===== src/rtl/alu_pkg.sv =====
package alu_pkg;

  typedef enum logic [2:0] {
    OP_ADD,
    OP_SUB,
    OP_AND,
    OP_OR,
    OP_XOR,
    OP_CMP,
    OP_NOT,
    OP_NONE
  } alu_op_e;

  typedef struct packed {
    logic sf;
    logic zf;
    logic of;
  } alu_flags_t;

  // Unary group opcode and the sub-operation selecting inversion
  localparam logic [7:0] OPC_UNARY  = 8'hF7;
  localparam logic [2:0] SUBOP_INV  = 3'd2;

endpackage


===== src/rtl/alu_rst_sync.sv =====
module alu_rst_sync #(
  parameter int STAGES = 2
) (
  input  logic clk,
  input  logic arst_n,
  output logic srst_n
);
  logic [STAGES-1:0] chain_q;

  always_ff @(posedge clk or negedge arst_n) begin
    if (!arst_n) chain_q <= '0;
    else         chain_q <= {chain_q[STAGES-2:0], 1'b1};
  end

  assign srst_n = chain_q[STAGES-1];
endmodule


===== src/rtl/alu_decode.sv =====
module alu_decode
  import alu_pkg::*;
(
  input  logic [7:0] opcode,
  input  logic [2:0] reg_fld,
  output alu_op_e    op,
  output logic       dst_is_rm,
  output logic       wr_req,
  output logic       flg_upd
);
  // Two-operand family: bits 7:6 clear, bits 2:0 = 0x1 or 0x3,
  // bits 5:3 pick the operation, bit 1 picks the direction.
  always_comb begin
    op        = OP_NONE;
    dst_is_rm = 1'b1;
    if (opcode[7:6] == 2'b00 && opcode[2] == 1'b0 && opcode[0] == 1'b1) begin
      dst_is_rm = ~opcode[1];
      unique case (opcode[5:3])
        3'd0:    op = OP_ADD;
        3'd1:    op = OP_OR;
        3'd4:    op = OP_AND;
        3'd5:    op = OP_SUB;
        3'd6:    op = OP_XOR;
        3'd7:    op = OP_CMP;
        default: op = OP_NONE;
      endcase
    end else if (opcode == OPC_UNARY && reg_fld == SUBOP_INV) begin
      op        = OP_NOT;
      dst_is_rm = 1'b1;
    end
  end

  assign wr_req  = (op != OP_NONE) && (op != OP_CMP);
  assign flg_upd = (op == OP_ADD) || (op == OP_SUB) || (op == OP_CMP);
endmodule


===== src/rtl/alu_datapath.sv =====
module alu_datapath
  import alu_pkg::*;
#(
  parameter int DATA_W = 32
) (
  input  alu_op_e             op,
  input  logic                dst_is_rm,
  input  logic [DATA_W-1:0]   reg_opnd,
  input  logic [DATA_W-1:0]   rm_opnd,
  output logic [DATA_W-1:0]   alu_res,
  output alu_flags_t          alu_flags
);
  localparam int XW = DATA_W + 1;

  logic [DATA_W-1:0] dst_v, src_v;
  logic [XW-1:0]     a_x, b_x, sum_x;
  logic              is_sub;

  always_comb begin
    dst_v  = dst_is_rm ? rm_opnd  : reg_opnd;
    src_v  = dst_is_rm ? reg_opnd : rm_opnd;
    is_sub = (op == OP_SUB) || (op == OP_CMP);
    // One guard bit of sign extension makes the sum exact for signed inputs
    a_x    = {dst_v[DATA_W-1], dst_v};
    b_x    = {src_v[DATA_W-1], src_v};
    if (is_sub) b_x = ~b_x;
    sum_x  = a_x + b_x + {{(XW-1){1'b0}}, is_sub};
  end

  always_comb begin
    unique case (op)
      OP_ADD, OP_SUB, OP_CMP: alu_res = sum_x[DATA_W-1:0];
      OP_AND:                 alu_res = dst_v & src_v;
      OP_OR:                  alu_res = dst_v | src_v;
      OP_XOR:                 alu_res = dst_v ^ src_v;
      OP_NOT:                 alu_res = ~dst_v;
      default:                alu_res = '0;
    endcase
  end

  always_comb begin
    alu_flags.sf = sum_x[DATA_W-1];
    alu_flags.zf = ~|sum_x[DATA_W-1:0];
    alu_flags.of = sum_x[XW-1] ^ sum_x[DATA_W-1];
  end
endmodule


===== src/rtl/regmem_alu.sv =====
module regmem_alu
  import alu_pkg::*;
#(
  parameter int DATA_W     = 32,
  parameter int RST_STAGES = 2
) (
  input  logic              clk,
  input  logic              rst_n,
  input  logic [7:0]        opcode,
  input  logic [2:0]        reg_fld,
  input  logic [DATA_W-1:0] reg_opnd,
  input  logic [DATA_W-1:0] rm_opnd,
  output logic [DATA_W-1:0] result,
  output logic              dest_is_rm,
  output logic              wr_en,
  output logic              sf,
  output logic              zf,
  output logic              of
);
  logic              rst_sync_n;
  alu_op_e           dec_op;
  logic              dec_dst_rm, dec_wr, dec_flg;
  logic [DATA_W-1:0] alu_res;
  alu_flags_t        alu_flags;

  logic [DATA_W-1:0] res_d, res_q;
  logic              dst_d, dst_q;
  logic              we_d, we_q;
  alu_flags_t        flg_d, flg_q;

  alu_rst_sync #(.STAGES(RST_STAGES)) u_rst (
    .clk    (clk),
    .arst_n (rst_n),
    .srst_n (rst_sync_n)
  );

  alu_decode u_dec (
    .opcode    (opcode),
    .reg_fld   (reg_fld),
    .op        (dec_op),
    .dst_is_rm (dec_dst_rm),
    .wr_req    (dec_wr),
    .flg_upd   (dec_flg)
  );

  alu_datapath #(.DATA_W(DATA_W)) u_dp (
    .op        (dec_op),
    .dst_is_rm (dec_dst_rm),
    .reg_opnd  (reg_opnd),
    .rm_opnd   (rm_opnd),
    .alu_res   (alu_res),
    .alu_flags (alu_flags)
  );

  // Next state: result and destination load on a write, flags on an
  // arithmetic or compare operation; otherwise both hold.
  always_comb begin
    res_d = res_q;
    dst_d = dst_q;
    flg_d = flg_q;
    we_d  = dec_wr;
    if (dec_wr) begin
      res_d = alu_res;
      dst_d = dec_dst_rm;
    end
    if (dec_flg) flg_d = alu_flags;
  end

  always_ff @(posedge clk or negedge rst_sync_n) begin
    if (!rst_sync_n) begin
      res_q <= '0;
      dst_q <= 1'b0;
      we_q  <= 1'b0;
      flg_q <= '0;
    end else begin
      res_q <= res_d;
      dst_q <= dst_d;
      we_q  <= we_d;
      flg_q <= flg_d;
    end
  end

  assign result     = res_q;
  assign dest_is_rm = dst_q;
  assign wr_en      = we_q;
  assign sf         = flg_q.sf;
  assign zf         = flg_q.zf;
  assign of         = flg_q.of;
endmodule


===== config.mk =====
export PLATFORM = sky130hd
export DESIGN_NAME = regmem_alu
export DESIGN_NICKNAME = d
export VERILOG_FILES = /design/src/rtl/alu_pkg.sv /design/src/rtl/alu_rst_sync.sv /design/src/rtl/alu_decode.sv /design/src/rtl/alu_datapath.sv /design/src/rtl/regmem_alu.sv
export SDC_FILE = /design/constraint.sdc
export NUM_CORES = 1
export LEC_CHECK = 0
export ABC_AREA = 1
export BUFFER_PORTS_ARGS = -buffer_cell sky130_fd_sc_hd__buf_4
export CAP_MARGIN = 0
export CORE_MARGIN = 2
export CORE_UTILIZATION = 30
export CTS_CLUSTER_DIAMETER = 100
export CTS_CLUSTER_SIZE = 12
export DETAILED_ROUTE_END_ITERATION = 6
export PLACE_DENSITY_LB_ADDON = 0.15
export SYNTH_ARGS = -nofsm -noshare
export SYNTH_HDL_FRONTEND = slang
export SYNTH_SLANG_ARGS = --single-unit

===== constraint.sdc =====
create_clock -name clk -period 1.5 [get_ports clk]
set_input_delay 0.225 -clock clk [delete_from_list [all_inputs] [get_ports clk]]
set_output_delay 0.225 -clock clk [all_outputs]
set_load 0.05 [all_outputs]

# [After elaboration in Yosys (flattened, before gate mapping)]
# Index checks and enable logic that the tools add are counted.
[totals] ff_bits=39 latch_bits=0 ramBits=0 rom_bits=0 inputBits=77 wordCells=53 n_memories=0
[op_classes] addsub=2 n_mul=0 div=0 n_lt_le_gt_ge=0 eq_ne=15 n_shift=0 n_mux=8 bitwise_logic=8 n_reduce_logical=13
[op_table] op="32-bit one-hot mux with 5 select lines" n=1
[op_table] op="32-bit two-way mux" n=2
[op_table] op="33-bit by 1-bit adder with 33-bit output" n=1
[op_table] op="33-bit adder" n=1
[op_table] op="33-bit two-way mux" n=1
[op_table] op="33-bit NOT" n=1
[op_table] op="32-bit AND" n=1
[op_table] op="32-bit NOT" n=1
[op_table] op="32-bit OR" n=1
[op_table] op="32-bit OR reduction" n=1
[op_table] op="32-bit XOR" n=1
[op_table] op="3-bit equality test, second input constant" n=7
[op_table] op="3-bit one-hot mux with 6 select lines" n=1
[op_table] op="3-bit by 2-bit equality test with 1-bit output, second input constant" n=3
[op_table] op="8-bit equality test, second input constant" n=1
[op_table] op="3-bit by 1-bit equality test with 1-bit output, second input constant" n=2
[op_table] op="3-bit zero test" n=2
[op_table] op="3-bit inequality test, second input constant" n=2
[op_table] op="1-bit logical AND" n=4
[op_table] op="1-bit logical OR" n=3
[op_table] op="3-bit two-way mux" n=1
[op_table] op="3-bit OR reduction" n=1
[op_table] op="2-bit zero test" n=1
[op_table] op="1-bit two-way mux" n=2
[op_table] op="other kinds (3)" n=4

# [Logic depth before layout (Yosys ltp)]
[logic_depth] ltp_word=11 mapped_depth=28

# [Modules after synthesis]
# From an unflattened synthesis, not the netlist that was laid out.
[unflattened] hier_cells=1114 area_unflattened_um2=7040.5
[modules_own_cells] module="alu_datapath" n_inst=1 cells_per_inst=926 area_per_inst_um2=5410.2
[modules_own_cells] module="regmem_alu" n_inst=1 cells_per_inst=154 area_per_inst_um2=1442.6
[modules_own_cells] module="alu_decode" n_inst=1 cells_per_inst=31 area_per_inst_um2=133.9
[modules_own_cells] module="alu_rst_sync" n_inst=1 cells_per_inst=3 area_per_inst_um2=53.8

# [Least setup slack after synthesis]
# Ideal clock, no wire load.
[synth_path] path_type="input to register" startpoint="in opcode[0]" endpoint="reg flg_q, in the netlist zf" setup_ps=66 arrival_ps=3131 required_ps=1434 slack_ps=-1697 stages=26 n_path_buf=3 cell_sequence="inv_1 > nor2_2 > nand3_2 > buf_2 > clkbuf_1 > clkbuf_1 > nand2_1 > o21ai_0 > xnor2_1 > fa_1 > nand3_1 > nand2_1 > nand2_1 > nand3_1 > nand2_1 > nand2_1 > or2_1 > nand2_1 > nand3_1 > nor2_1 > nand2_1 > nor2_1 > nand3_1 > nor2_1 > nand3_1 > nand2_1"
[synth_between] elab_chain_cells=11 elab_cells_between_ends=20
[synth_lines] item="start: declaration" line="regmem_alu.sv:9" text="input logic [7:0] opcode,"
[synth_lines] item="8-bit equality test" line="alu_decode.sv:27" text="end else if (opcode == OPC_UNARY && reg_fld == SUBOP_INV) begin"
[synth_lines] item="1-bit logical AND" line="alu_decode.sv:27"
[synth_lines] item="1-bit two-way mux" line="alu_decode.sv:27"
[synth_lines] item="3-bit two-way mux" line="alu_decode.sv:16" text="if (opcode[7:6] == 2'b00 && opcode[2] == 1'b0 && opcode[0] == 1'b1) begin"
[synth_lines] item="3-bit by 1-bit equality test with 1-bit output or 3-bit equality test (tied branches)" line="alu_decode.sv:34, alu_datapath.sv:22"
[synth_lines] item="1-bit logical OR" line="alu_datapath.sv:22" text="is_sub = (op == OP_SUB) || (op == OP_CMP);"
[synth_lines] item="33-bit two-way mux" line="alu_datapath.sv:26" text="if (is_sub) b_x = ~b_x;"
[synth_lines] item="33-bit adder" line="alu_datapath.sv:27" text="sum_x = a_x + b_x + {{(XW-1){1'b0}}, is_sub};"
[synth_lines] item="33-bit by 1-bit adder with 33-bit output" line="alu_datapath.sv:27"
[synth_lines] item="32-bit OR reduction" line="alu_datapath.sv:43" text="alu_flags.zf = ~|sum_x[DATA_W-1:0];"
[synth_lines] item="1-bit zero test" line="alu_datapath.sv:43"
[synth_lines] item="end signal: assignment" line="regmem_alu.sv:79" text="flg_q <= flg_d;"
[synth_lines] item="end: declaration" line="regmem_alu.sv:29" text="alu_flags_t flg_d, flg_q;"
# Several ways; a longest one is shown, not always the timed one.
# A chain may end at the register's enable or synchronous reset.

# [Final worst setup path]
# Ends and elaborated chain as after synthesis.

==> summary.md <==
| Metric | Value |
|---|---|
| DRC viols | 0 |
| Slew headroom | 61.9% |
| Max cap viols | 0 |
| Async set or reset register ratio after synthesis | 100% |
| HPWL after DPL | 20600 um |
| Io pins | ~110 |
| Failing checks | setup timing |
| Total Nets Final | approximately 1600 |
| Combinational share of power | 68.2% |
| Die Y | 150 um |
| Fin. Hold Viols | 0 |
| Critical path fanouts, max | 6 |
| Ys flop type | dfrtp_1 |
| Initial antenna violation count | 0 |
| Starting Density | between 30 and 40% |
| Outcome | finished, violations left |
| Via count | ~8400 |
| GRT Total Usage | 23.0% |
| Final setup fails | 35 |
| Tcrit/Tclk final | 201% |
| CTS tree | done |
| Area after DPL | a little under 10000 sq um |
| Yosys cell types | 41 |
| Fmax | 331 MHz |
| Pwr dens | approximately 710 nW/um^2 |
| Share of cells above drive strength 1 | roughly 49% |
| Area leader, netlist | ha_1 |
| Leak | 6.02 nW |
| Worst-Margin Slew | between 0.5 and 0.6 ns |
| Sequential power share | 17.0% |
| Placed Cells | ~1700 |
| Buffers on Ports | 113 |
| First-pass GRT wire length | 40800 um |
| CTS H-Tree Depth | 2 |
| Post-synth top area share | a little under a fifth |
| Final worst slack | -1.52 ns |
| Root Buffer | clkbuf_16 |
| Syn Std Cell Area | roughly 6400 sq um |
| DR iter-0 viols | roughly 480 |
| Grt total ovfl | 0 |
| Area grow syn2layout | 85.8% |
| Worst-case clock skew | between 0.005 and 0.006 ns |
| Worst hold path type | in -> async |
| Routability cong. | approximately 0.9 |
| Number of global-route vias before repair | about 8000 |
| Count leader, synth | nand2_1 |
| Core ar. | 21000 sq um |
| Row Count | 53 |
| Largest cells by area after synthesis | ha_1, nand2_1, dfrtp_1, o21ai_0, inv_1 |
| Avg Cell Area, Syn | 6.22 sq um |
| Fin crit period | 3.02 ns |
| Largest net degree at the start of global routing | 38 |
| Type of origin of the critical path | input pin |
| WS Path Type | in -> reg |
| CP Data Required Time | 1.74 ns |
| Number of synthesized flops with an enable pin | 0 |
| Vias per Instance | 4.88 |
| Worst Setup End Kind | flip-flop |
| DRT Pass-1 Iters | 5 |
| Internal Power | 4.56 mW |
| Register bit total from synthesis | 39 |
| Worst VDD drop | between 0.5 and 0.6 mV |
| Design Area, Final | around 12000 sq um |
| Final Max Tran Viols | 0 |
| Psw | approximately 3.9 mW |
| Clk pwr share | roughly 15% |
| Wire length per cell | approximately 16 um |
| Syn Inst Count | slightly above 1000 |
| Top cells by count, synth | nand2_1, inv_1, nor2_1 |
| Arrival @ worst endpoint | about 3.3 ns |
| DRT Wirelength | 27500 um |
| Sequential element share of the synthesized area | between 10% and 20% |
| Routed Antenna Nets | 0 |
| CTS clock-pin slew for the worst setup and hold paths | ~0.07 ns |
| Hold_ws | ~0.24 ns |
| Die Footprint | approximately 23000 sq um |
| Post-Syn Nets | roughly 1200 |
| Clock sink total | 39 |
| Die width | approximately 150 um |
| Final core utilization | 56.7% |
| Clk_lat worst skew | ~0.3 ns |
| Layout Cells excl Fill | approximately 1700 |
| RSZ-0062 raised after global routing | true |
| TritonCTS Buffers | 5 |
| Sw frac | a little under half |
| Pwr Total | 8.50 mW |
| Synth warn | 0 |
| Ant diodes | 0 |
| Max Root-Sink Buffers | 2 |
## power by group through the flow
stage          combinational (mW)  clock (mW)  sequential [mW]
2_1_floorplan                1.68           0             2.30
3_3_place_gp                 4.62           0             1.47
3_5_place_dp                 4.64           0             1.47
4_1_cts                      5.09        1.29             1.45
5_1_grt                      6.21        1.34             1.47
6_report                     5.79        1.26             1.44
## sequential cells by signal, indices dropped and copies added (netlist names)
name / flops
result: 32
u_rst.chain_q: 2
dest_is_rm: 1
of: 1
sf: 1
wr_en: 1
zf: 1
## placed cells by master (no fill, tap or decap), types with 16 or more instances in the layout
master and count:
inv_1 114, buf_6 28, nor2_1 84, a21oi_1 28, nand2_4 21, a31oi_1 21, a21oi_2 26, inv_2 16
nand2_1 188, o21ai_1 36, dfrtp_1 38, buf_4 393, nand3_1 22, o21ai_0 43, ha_1 79, nand2_2 55
o21ai_2 21, xnor2_1 17
## worst paths after layout
path                                   from               end  slack [ns]  cells after the start
setup reg to reg                  result[6]         result[6]        0.76                      2
setup / recovery                  opcode[0]                zf       -1.52                     25
hold reg to reg            u_rst.chain_q[1]             wr_en        0.26                      1
hold / removal                        rst_n  u_rst.chain_q[1]        0.24                      2
min in group clk           u_rst.chain_q[0]  u_rst.chain_q[1]        0.35                      0
max in group asynchronous  u_rst.chain_q[1]        result[14]        1.02                      1
## logic make-up after synthesis
kind of cell / after synthesis / synth area share (%)
AO/OA/AOI/OAI: 240 / 21.6
XOR/XNOR: 42 / 5.74
adder cells (fa/ha/maj): 96 / 18.9
buffers and inverters: 168 / 9.92
flip-flops: 39 / 15.2
other: 1 / 0.0585
AND/OR/NAND/NOR: 444 / 28.6
## routing by layer
metal  vias to the layer above  part of all wire, %  track usage, %
met1                      3926                   45            30.4
met2                       188                   50            41.3
met4                         0                  1.5            2.83
li1                       4237                    -               -
met3                        38                  3.5            2.79
met5                         -                    0               0
## worst max-delay path, stage by stage
cell	delay (ns)
buf_8	0.09
inv_8	0.03
nor2_4	0.16
nand2_2	0.09
nor2_4	0.15
nand3_4	0.20
buf_12	0.22
xnor2_4	0.18
ha_4	0.25
nand2_1	0.10
nand2_1	0.12
nand3_2	0.09
nand2_2	0.07
a21oi_2	0.18
nand2_2	0.09
or2_1	0.24
nand2_1	0.07
nand3_1	0.07
nor2_2	0.10
nand2_1	0.06
nor2_1	0.11
nand3_1	0.10
nor2_1	0.12
nand3_1	0.07
nand2_1	0.06
## what timing repair did
item / in CTS / in global routing
pin swaps: 61 / 108
cloned: 1 / 2
hold buffers: 1 / 0
endpoints found under the setup margin: 36 / 35
gates resized for setup: 153 / 184
hold endpoints to repair: 2 / 0
setup buffers: 18 / 23
## per-stage QoR
stage	setup WS [ns]	TNS [ns]
after global placement	-1.79	-50.43
after detailed placement	-1.81	-51.32
after floorplan	-1.39	-34.12
after global routing	-1.74	-45.58
after CTS	-1.38	-36.54
final	-1.52	-41.29
## area by class of cell
| type | count | area (sq um) |
|---|---|---|
| flip-flops and latches | 39 | 977 |
| multi-input cells | 823 | 6270 |
| clock inverters | 1 | 7.51 |
| well taps | 275 | 344 |
| fillers | 1910 | 9110 |
| clock buffers | 7 | 153 |
| inverters | 132 | 505 |
| repair buffers | 441 | 3650 |
Note: power is estimated with default switching activity, not from simulation.
